$ cat src/rtl/sdwr_pkg.sv
package sdwr_pkg;
   typedef enum logic [1:0] {
      MD_STREAM = 2'd0,
      MD_SINGLE = 2'd1,
      MD_MULTI  = 2'd2
   } mode_e;

   typedef enum logic [3:0] {
      S_IDLE, S_START, S_DATA, S_CRC, S_ENDB,
      S_TOKWAIT, S_TOK, S_BUSY, S_NEXT
   } st_e;

   localparam int CRC_W    = 16;
   localparam logic [CRC_W-1:0] CRC_POLY = 16'h1021;
   localparam int NFLAG    = 3;
   localparam int FL_EOB   = 0;
   localparam int FL_EOF   = 1;
   localparam int FL_CRC   = 2;
   localparam logic [2:0] TOK_ACCEPT = 3'b010;
endpackage

$ cat src/rtl/sdwr_crc16.sv
module sdwr_crc16 #(
   parameter int W = 16,
   parameter logic [W-1:0] POLY = 16'h1021
) (
   input  logic clk,
   input  logic rst_n,
   input  logic clr,
   input  logic upd,
   input  logic bit_in,
   input  logic shift,
   output logic msb
);
   generate
      if (W < 2) begin : g_bad_w
         $error("sdwr_crc16: W must be at least 2");
      end
   endgenerate

   logic [W-1:0] crc;

   always_ff @(posedge clk or negedge rst_n) begin
      if (!rst_n)      crc <= '0;
      else if (clr)    crc <= '0;
      else if (upd)    crc <= {crc[W-2:0], 1'b0} ^ ((crc[W-1] ^ bit_in) ? POLY : '0);
      else if (shift)  crc <= {crc[W-2:0], 1'b0};
   end

   assign msb = crc[W-1];
endmodule

$ cat src/rtl/sdwr_gap.sv
module sdwr_gap #(
   parameter int CODE_W = 2,
   parameter int BASE   = 3,
   parameter int STEP   = 2
) (
   input  logic              clk,
   input  logic              rst_n,
   input  logic              rsp_seen,
   input  logic [CODE_W-1:0] code,
   output logic              met
);
   localparam int MAXG  = BASE + STEP * ((1 << CODE_W) - 1);
   localparam int AGE_W = $clog2(MAXG + 1);

   generate
      if (CODE_W < 1 || BASE < 1 || STEP < 0) begin : g_bad_cfg
         $error("sdwr_gap: illegal gap configuration");
      end
   endgenerate

   logic [AGE_W-1:0] age;
   logic [AGE_W-1:0] need;

   always_ff @(posedge clk or negedge rst_n) begin
      if (!rst_n)                      age <= '0;
      else if (!rsp_seen)              age <= '0;
      else if (age != AGE_W'(MAXG))    age <= age + AGE_W'(1);
   end

   assign need = AGE_W'(BASE) + AGE_W'(STEP) * AGE_W'(code);
   assign met  = (age >= need);
endmodule

$ cat src/rtl/sdwr_flags.sv
module sdwr_flags #(
   parameter int N = 3
) (
   input  logic         clk,
   input  logic         rst_n,
   input  logic [N-1:0] set,
   input  logic [N-1:0] clr,
   input  logic [N-1:0] mask,
   output logic [N-1:0] flag,
   output logic         irq
);
   generate
      if (N < 1) begin : g_bad_n
         $error("sdwr_flags: N must be positive");
      end
      for (genvar i = 0; i < N; i++) begin : g_flag
         always_ff @(posedge clk or negedge rst_n) begin
            if (!rst_n)      flag[i] <= 1'b0;
            else if (set[i]) flag[i] <= 1'b1;
            else if (clr[i]) flag[i] <= 1'b0;
         end
      end
   endgenerate

   assign irq = |(flag & mask);
endmodule

$ cat src/rtl/sdwr_seq.sv
module sdwr_seq
   import sdwr_pkg::*;
#(
   parameter int DW         = 8,
   parameter int BLK_WORDS  = 4,
   parameter int FIFO_DEPTH = 8,
   parameter int CODE_W     = 2,
   localparam int LVL_W     = $clog2(FIFO_DEPTH + 1)
) (
   input  logic              clk,
   input  logic              rst_n,
   input  logic              arm,
   input  logic [1:0]        mode,
   input  logic [CODE_W-1:0] gap_code,
   input  logic [LVL_W-1:0]  fifo_level,
   input  logic [DW-1:0]     fifo_data,
   output logic              fifo_pop,
   input  logic              rsp_seen,
   input  logic              rsp_ok,
   input  logic              stop_sent,
   input  logic              dat_in,
   output logic              dat_out,
   output logic              dat_oe,
   output logic              xfer_en,
   output logic              busy,
   output logic              eob_flag,
   output logic              eof_flag,
   output logic              tok_fmt_ok,
   output logic              crc_err,
   input  logic [1:0]        flag_ack,
   input  logic              crc_clr,
   input  logic [2:0]        irq_mask,
   output logic              irq
);
   localparam int HALF = FIFO_DEPTH / 2;
   localparam int BC_W = $clog2((DW > CRC_W) ? DW : CRC_W);
   localparam int WC_W = (BLK_WORDS > 1) ? $clog2(BLK_WORDS) : 1;

   generate
      if (DW < 2 || BLK_WORDS < 1 || FIFO_DEPTH < 2) begin : g_bad_cfg
         $error("sdwr_seq: illegal width or depth");
      end
   endgenerate

   st_e             st;
   logic [DW-1:0]   sh;
   logic [BC_W-1:0] bcnt;
   logic [WC_W-1:0] wcnt;
   logic [1:0]      tcnt;
   logic [2:0]      tok;
   logic            en, stop_lat, fmt_ok;

   logic gap_met, crc_msb, lvl_ok, is_stream, is_single;
   logic go_first, go_next, word_end, last_word, load_word;
   logic busy_end, frame_done, tok_last;
   logic [NFLAG-1:0] fl_set, fl_clr, fl;

   sdwr_gap #(.CODE_W(CODE_W)) u_gap (
      .clk(clk), .rst_n(rst_n), .rsp_seen(rsp_seen), .code(gap_code), .met(gap_met));

   assign lvl_ok    = (fifo_level >= LVL_W'(HALF));
   assign is_stream = (mode == MD_STREAM);
   assign is_single = (mode == MD_SINGLE);
   assign go_first  = en && (st == S_IDLE) && lvl_ok && rsp_seen && rsp_ok && gap_met && dat_in;
   assign go_next   = (st == S_NEXT) && lvl_ok && dat_in && !stop_lat;
   assign word_end  = (st == S_DATA) && (bcnt == BC_W'(DW-1));
   assign last_word = (wcnt == WC_W'(BLK_WORDS-1));
   assign load_word = go_first || go_next ||
                      (word_end && (is_stream ? !stop_lat : !last_word));
   assign busy_end  = (st == S_BUSY) && dat_in;
   assign tok_last  = (st == S_TOK) && (tcnt == 2'd3);
   assign frame_done = ((st == S_ENDB) && is_stream) ||
                       (busy_end && (is_single || stop_lat)) ||
                       ((st == S_NEXT) && stop_lat);

   sdwr_crc16 #(.W(CRC_W), .POLY(CRC_POLY)) u_crc (
      .clk(clk), .rst_n(rst_n),
      .clr(go_first || go_next),
      .upd(st == S_DATA), .bit_in(sh[DW-1]),
      .shift(st == S_CRC),
      .msb(crc_msb));

   always_ff @(posedge clk or negedge rst_n) begin
      if (!rst_n) begin
         st <= S_IDLE; sh <= '0; bcnt <= '0; wcnt <= '0;
         tcnt <= '0; tok <= '0; fmt_ok <= 1'b0;
      end else begin
         case (st)
            S_IDLE, S_NEXT: begin
               if (go_first || go_next) begin
                  st <= S_START; sh <= fifo_data; bcnt <= '0; wcnt <= '0;
               end else if (st == S_NEXT && stop_lat) begin
                  st <= S_IDLE;
               end
            end
            S_START: st <= S_DATA;
            S_DATA: begin
               if (word_end) begin
                  bcnt <= '0;
                  if (load_word) begin
                     sh   <= fifo_data;
                     wcnt <= wcnt + WC_W'(1);
                  end else begin
                     st <= is_stream ? S_ENDB : S_CRC;
                  end
               end else begin
                  sh   <= sh << 1;
                  bcnt <= bcnt + BC_W'(1);
               end
            end
            S_CRC: begin
               if (bcnt == BC_W'(CRC_W-1)) begin
                  bcnt <= '0; st <= S_ENDB;
               end else begin
                  bcnt <= bcnt + BC_W'(1);
               end
            end
            S_ENDB: st <= is_stream ? S_IDLE : S_TOKWAIT;
            S_TOKWAIT: if (!dat_in) begin st <= S_TOK; tcnt <= '0; end
            S_TOK: begin
               if (tok_last) begin
                  fmt_ok <= dat_in; st <= S_BUSY;
               end else begin
                  tok  <= {tok[1:0], dat_in};
                  tcnt <= tcnt + 2'd1;
               end
            end
            S_BUSY: if (dat_in) st <= (is_single || stop_lat) ? S_IDLE : S_NEXT;
            default: st <= S_IDLE;
         endcase
      end
   end

   always_ff @(posedge clk or negedge rst_n) begin
      if (!rst_n) begin
         en <= 1'b0; stop_lat <= 1'b0;
      end else begin
         if (frame_done)  en <= 1'b0;
         else if (arm)    en <= 1'b1;
         if (frame_done || arm)     stop_lat <= 1'b0;
         else if (stop_sent && en)  stop_lat <= 1'b1;
      end
   end

   always_comb begin
      case (st)
         S_START: dat_out = 1'b0;
         S_DATA:  dat_out = sh[DW-1];
         S_CRC:   dat_out = crc_msb;
         default: dat_out = 1'b1;
      endcase
   end

   assign dat_oe   = (st == S_START) || (st == S_DATA) || (st == S_CRC) || (st == S_ENDB);
   assign fifo_pop = load_word;
   assign busy     = (st == S_BUSY) && !dat_in;
   assign xfer_en  = en;
   assign tok_fmt_ok = fmt_ok;

   assign fl_set[FL_EOB] = busy_end;
   assign fl_set[FL_EOF] = frame_done;
   assign fl_set[FL_CRC] = tok_last && (tok != TOK_ACCEPT);
   assign fl_clr[FL_EOB] = flag_ack[0];
   assign fl_clr[FL_EOF] = flag_ack[1];
   assign fl_clr[FL_CRC] = crc_clr;

   sdwr_flags #(.N(NFLAG)) u_flags (
      .clk(clk), .rst_n(rst_n), .set(fl_set), .clr(fl_clr),
      .mask(irq_mask), .flag(fl), .irq(irq));

   assign eob_flag = fl[FL_EOB];
   assign eof_flag = fl[FL_EOF];
   assign crc_err  = fl[FL_CRC];

   // a first-block start only follows a good, aged response
   a_r2_start_gate: assert property (@(posedge clk) disable iff (!rst_n)
      ($rose(dat_oe) && $past(st) == S_IDLE) |-> $past(gap_met && rsp_seen && rsp_ok && dat_in));

   // the line is never driven outside an enabled transfer
   a_r4_drive_in_xfer: assert property (@(posedge clk) disable iff (!rst_n)
      dat_oe |-> xfer_en);

   // the CRC status flag holds until its own clear
   a_r6_crc_sticky: assert property (@(posedge clk) disable iff (!rst_n)
      (crc_err && !crc_clr) |=> crc_err);

   // busy only while the host has released the line
   a_r7_busy_released: assert property (@(posedge clk) disable iff (!rst_n)
      busy |-> (!dat_oe && xfer_en && !dat_in));

   // single block ends with both flags and the enable cleared together
   a_r8_single_end: assert property (@(posedge clk) disable iff (!rst_n)
      ($rose(eof_flag) && mode == MD_SINGLE) |-> (eob_flag && !xfer_en));
endmodule

$ cat config.mk
export PLATFORM = sky130hd
export DESIGN_NAME = sdwr_seq
export DESIGN_NICKNAME = d
export VERILOG_FILES = /design/src/rtl/sdwr_pkg.sv /design/src/rtl/sdwr_crc16.sv /design/src/rtl/sdwr_gap.sv /design/src/rtl/sdwr_flags.sv /design/src/rtl/sdwr_seq.sv
export SDC_FILE = /design/constraint.sdc
export NUM_CORES = 1
export LEC_CHECK = 0
export BUFFER_PORTS_ARGS = -buffer_cell sky130_fd_sc_hd__clkbuf_2
export CAP_MARGIN = 10
export CORE_UTILIZATION = 51
export CTS_CLUSTER_SIZE = 14
export DETAILED_ROUTE_END_ITERATION = 8
export MAX_ROUTING_LAYER = met4
export PLACE_DENSITY = 0.75
export SLEW_MARGIN = 20
export SYNTH_ARGS = -nofsm -noshare
export SYNTH_HDL_FRONTEND = slang
export SYNTH_SLANG_ARGS = --single-unit
$ cat constraint.sdc
create_clock -name clk -period 1.9 [get_ports clk]
set_clock_uncertainty 0.05 [all_clocks]
set_input_delay 0.095 -clock clk [delete_from_list [all_inputs] [get_ports clk]]
set_output_delay 0.095 -clock clk [all_outputs]
set_load 0.05 [all_outputs]
# [Word-level counts from Yosys, hierarchy flattened]
# Index checks and enable logic that the tools add are counted.
[classes] n_addsub=5 n_lt_le_gt_ge=2 n_eq_ne=27 muxes=45 n_bitwise=4 reduce_logical=51
[op_table] operator="$mux W4" count=14
[op_table] operator="$mux W16" count=3
[op_table] operator="$pmux W4 S8" count=1
[op_table] operator="$mux W8" count=3
[op_table] operator="$eq A4 B3 Y1 const B" count=5
[op_table] operator="$logic_and A1 B1 Y1" count=19
[op_table] operator="$ne A2 B2 Y1 const B" count=8
[op_table] operator="$pmux W8 S2" count=1
[op_table] operator="$xor A16 B16 Y16" count=1
[op_table] operator="$reduce_bool A2 Y1" count=7
[op_table] operator="$mux W13" count=1
[op_table] operator="$pmux W4 S3" count=1
[op_table] operator="$mux W1" count=11
[op_table] operator="$mux W2" count=5
[op_table] operator="$logic_or A1 B1 Y1" count=9
[op_table] operator="$add A4 B1 Y4 const B" count=2
[op_table] operator="$eq A4 B2 Y1 const B" count=2
[op_table] operator="$eq A4 B4 Y1 const B" count=2
[op_table] operator="$pmux W2 S2" count=2
[op_table] operator="$reduce_and A7 Y1" count=1
[op_table] operator="$mux W3" count=2
[op_table] operator="$ne A3 B2 Y1 const B" count=2
[op_table] operator="$reduce_and A2 Y1" count=3
[op_table] operator="$reduce_and A3 Y1" count=2
[op_table] operator="21 further kinds" count=27
[totals] register_bits=49 output_inout_bits=10 wordCells=148

# [Longest topological paths before layout]
[logic_depth] word_depth=12 depth_mapped=10 mapped_depth_nobuf=8

# [Cells and area by module]
# From an unflattened synthesis, not the netlist that was laid out.
[unflattened] hier_cells=266 area_unflattened_um2=2692.6
[modules_own_cells] module="sdwr_seq" instances=1 cells_each=155 area_per_inst_um2=1580.3 seq_area_each_um2=650.6
[modules_own_cells] module="sdwr_crc16" instances=1 cells_each=70 area_per_inst_um2=686.9 seq_area_each_um2=400.4
[modules_own_cells] module="sdwr_gap" instances=1 cells_each=30 area_per_inst_um2=301.5 seq_area_each_um2=100.1
[modules_own_cells] module="sdwr_flags" instances=1 cells_each=11 area_per_inst_um2=123.9 seq_area_each_um2=75.1

# [Worst setup path after synthesis]
# OpenSTA, ideal clock, no wires.
[synth_timing] path_kind="flip-flop to output port" start="reg st[1]" end="out dat_oe" arrival_ns=1.923 slack_ns=-0.168 path_stages_with_launch=5 path_cell_list="dfrtp_1 -> buf_2 -> buf_1 -> o21a_1 -> nor3_1"
[synth_via] elab_chain_len=4 elab_cells_between_ends=7 cone_classes="4 x eq/ne; 3 x reduce/logical"
[synth_lines] element="start: declaration" line="sdwr_seq.sv:45" text="st_e st;"
[synth_lines] element="start signal: assignment" line="sdwr_seq.sv:104" text="st <= is_stream ? S_ENDB : S_CRC;"
[synth_lines] element="start signal: assignment" line="sdwr_seq.sv:118" text="S_ENDB: st <= is_stream ? S_IDLE : S_TOKWAIT;"
[synth_lines] element="start signal: assignment" line="sdwr_seq.sv:128" text="S_BUSY: if (dat_in) st <= (is_single || stop_lat) ? S_IDLE : S_NEXT;"
[synth_lines] element="$eq A4 B1 Y1 / $eq A4 B2 Y1 (equally long branches)" line="sdwr_seq.sv:154" text="assign dat_oe = (st == S_START) || (st == S_DATA) || (st == S_CRC) || (st == S_ENDB);"
[synth_lines] element="$logic_or A1 B1 Y1 (2 in a row)" line="sdwr_seq.sv:154"
[synth_lines] element="$logic_or A1 B1 Y1 (*)" line="sdwr_seq.sv:154"
[synth_lines] element="end: declaration" line="sdwr_seq.sv:23" text="output logic dat_oe,"
# Mark *: on every way between the ends. The rest lies on a longest branch, timed or not.

# [Worst setup path in the final report]
[layout_timing] start="reg u_gap.age[1]" end="reg sh[1]"
[layout_via] elab_chain_len=7 elab_cells_between_ends=8 cone_classes="1 x order compare; 2 x eq/ne; 5 x reduce/logical"
[layout_lines] element="start: declaration" line="sdwr_gap.sv:21" text="logic [AGE_W-1:0] age;"
[layout_lines] element="start signal: assignment" line="sdwr_gap.sv:27" text="else if (age != AGE_W'(MAXG)) age <= age + AGE_W'(1);"
[layout_lines] element="$ge A4 B4 Y1 (*)" line="sdwr_gap.sv:31" text="assign met = (age >= need);"
[layout_lines] element="$logic_and A1 B1 Y1 (*) (2 in a row)" line="sdwr_seq.sv:64" text="assign go_first = en && (st == S_IDLE) && lvl_ok && rsp_seen && rsp_ok && gap_met && dat_in;"
[layout_lines] element="$logic_or A1 B1 Y1 (*)" line="sdwr_seq.sv:68, sdwr_seq.sv:90"
[layout_lines] element="$logic_or A1 B1 Y1" line="sdwr_seq.sv:68" text="assign load_word = go_first || go_next ||"
[layout_lines] element="$ne A3 B3 Y1 (no line)"
[layout_lines] element="$reduce_and A3 Y1 (no line) (*)"
[layout_lines] element="end signal: assignment" line="sdwr_seq.sv:101" text="sh <= fifo_data;"
[layout_lines] element="end signal: assignment" line="sdwr_seq.sv:107" text="sh <= sh << 1;"
[layout_lines] element="end: declaration" line="sdwr_seq.sv:46" text="logic [DW-1:0] sh;"
# Marked as above.
# A chain may end at the register's enable or synchronous reset.

==> qor.yml <==
crit_chain: "ha_4, a21oi_4, o221ai_2, and4b_2, buf_6, a21oi_4, buf_12, mux2_2"
place_ws_ps: -181
synth_common_cells: "dfrtp_1 (49), nand2_1 (45), a21oi_1 (23)"
slew_headroom_pct: 58.1
grt_pass1_vias: 2065
cts.sinks: 49
cap_violations: 0
clock.fmax_mhz: 486
synth_edf_count: 0
start_util_pct: 54.6
holdCritPathClass: "in -> reg"
cts_buffers: 5
total_power_mw: 5.85
startpoint_type: "register"
fp.dieArea_sq_um: 5520
synth_cell_type_count: 53
worst_pin_slew_ps: 628
first_pass_iters: 4
io_pins: 39
pwr_density_cell_nw_per_um2: 1600
hold_viol: 0
final.setup.tns_ps: -1660
dp_hpwl_um: 4020
drive_gt1_share_pct: 43.2
critPathKind: "reg -> reg"
crit_start: "u_gap.age[1]"
rsz0062_at_grt: "true"
die_h_um: 74.3
arrival_ps: 2220
cp_common_cell: "a21oi_4"
syn_nets: 307
syn2layout_area_growth_pct: 37.3
clk_pin_slew_worst_paths_ps: 90
gp_congestion: 0.808
avgSynthCellArea_sq_um: 9.91
via_per_inst: 5.48
grt_overflow: 0
period_share_pct: 108
yosysSeqAreaShare_pct: 46.0
min_period_ps: 2060
cts_tree: "built"
wl_per_cell_um: 14.7
worst-path-max-fanout: 7
io_buffers: 36
leakage_nw: 1.73
yosys.area_share.simple_pct: 17.7
slowest_delay_ps: 420
netlist_area_sq_um: 2670
n_antenna_cell: 0
status: "finished with violations"
grt_max_degree: 50
synth_top_flop_cell: "dfrtp_1"
antenna_found_initial: 0
synthCells: 269
finalWorstSetupSlack_ps: -158
violations: "negative setup slack"
grt_usage_pct: 22.9
cts_buffer_depth: 2
yosysTopAreaCell: "dfrtp_1"
cp-end-kind: "register"
dr_total_vias: 2297
first_iter_violations: 191
fin_util_pct: 75.0
yosys_register_bits: 49
rows: 25
slew_violations: 0
routed_wl_um: 6170
synth_fa_ha_area_share_pct: 4.22
clockRootBuffer: "clkbuf_8"
ys_warn_count: 0
clk_latency_ps: 310
yosysMostFrequentCell: "dfrtp_1"
synthXorXnorAreaFrac_pct: 1.64
final_net_count: 389
synth_area_leaders: "dfrtp_1 (46%), mux2_2 (9.3%), nand2_1 (6.3%), a21oi_1 (4.3%), ha_1 (4.2%)"
coreArea_sq_um: 4880
h-tree-depth: 2
r2r_start: "u_gap.age[1]"
synth_top_family_by_area: "simple AND/OR/NAND/NOR gates"
synth_compound_area_share_pct: 16.0
yosys-mux-area-fraction_pct: 10.0
vdd_drop_max_mv: 0.618
critPathRequiredTime_ps: 2060
crit_slowest_cell: "dfrtp_1"
ant_nets: 0
hp-start: "rsp_seen"
grt_pass1_wl_um: 9230
synthArstFlopShare_pct: 100
remaining_drc_errors: 0
die_w_um: 74.3
yosys.area.top_type_share_pct: 46.0
setup_viol: 21
-- cell usage in the layout (no fill, tap or decap), types with 2 or more instances in the layout --
cell type,n
or3_1,2
a211o_1,2
and2_1,2
nor2_4,2
mux2_2,15
clkbuf_2,34
mux2_4,7
o21ai_0,10
o22ai_1,2
o21a_1,2
buf_12,4
nor3_2,3
a21o_1,2
a22o_1,3
a21oi_4,5
nand2b_1,2
a21oi_1,13
dfrtp_2,3
dfrtp_1,46
nand2_1,44
and3_1,2
ha_4,3
nand4_1,2
nor3b_1,2
a21oi_2,6
buf_6,6
clkbuf_8,5
nand3_1,4
ha_1,5
xor2_1,4
dlygate4sd3_1,7
a211oi_2,2
buf_4,38
inv_1,11
nor2_1,9
mux2i_1,2
nor3_1,4
-- sequential cells by signal (all words and copies together), names as in the netlist --
register,flops
bcnt,4
sh,8
st,4
stop_lat,1
tcnt,2
tok,3
tok_fmt_ok,1
u_crc.crc,16
u_flags.flag,3
u_gap.age,4
wcnt,2
xfer_en,1
-- cell type report --
| cell class | instances | area [sq um] |
|---|---|---|
| multi-input cells | 194 | 1530 |
| flip-flops and latches | 49 | 1230 |
| clock buffers | 5 | 68.8 |
| inverters | 11 | 41.3 |
| repair buffers | 90 | 681 |
| clock inverters | 3 | 25.0 |
| well taps | 67 | 83.8 |
| fillers | 324 | 1220 |
-- timing repair --
item                                    4_1_cts  5_1_grt
pin swaps                                     7       14
gates resized for setup                      13       38
hold endpoints to repair                     56        0
buffers inserted                              6        5
hold buffers                                  7        0
endpoints found under the setup margin       13       33
-- per-stage QoR --
step | area [sq um] | cells | hold WS [ps]
finish | 3660 | 419 | 4.29
global route | 3660 | 419 | 40.3
CTS | 3440 | 414 | 4.08
detailed placement | 3190 | 394 | 186
global placement | 3190 | 394 | 186
floorplan | 2700 | 269 | -251
-- per-layer routing --
metal / GRT usage [%] / up-vias / wire length (um) / share of wire, %
met5: - / - / 0 / 0
met4: 8.81 / 0 / 76 / 1.2
met3: 2.85 / 8 / 235 / 3.8
met1: 29.3 / 1118 / 2790 / 45
met2: 37.1 / 49 / 3070 / 50
li1: - / 1122 / - / -
-- critical path: cells and delay by family (launching register included) --
family / cells / cell delay, ps
mux: 1 / 320
simple gates: 1 / 270
flops: 1 / 420
buf+inv: 2 / 280
fa+ha+maj: 1 / 240
compound gates: 3 / 380
-- final timing paths --
kind,depth (start not counted),slack (ps),end
max in group asynchronous,3,980,st[2]
min reg2reg,1,440,wcnt[0]
max,8,-160,sh[1]
min in group asynchronous,3,360,xfer_en
max reg2reg,8,-160,sh[1]
min,2,4,u_gap.age[3]
-- report_power, final --
part	switching [mW]	leakage [nW]	total (mW)	internal, mW
clock network	0.379	0.0447	0.645	0.266
logic	1.70	1.07	3.35	1.65
registers	0.343	0.611	1.85	1.51
-- logic make-up after synthesis --
| kind of cell | after synthesis |
|---|---|
| AOI/OAI and AO/OA | 63 |
| adders and majority gates | 9 |
| xor gates and xnor gates | 5 |
| and+or+nand+nor | 93 |
| muxes | 24 |
| DFF | 49 |
| buffers and inverters | 26 |
(Power assumes the default switching activity.)
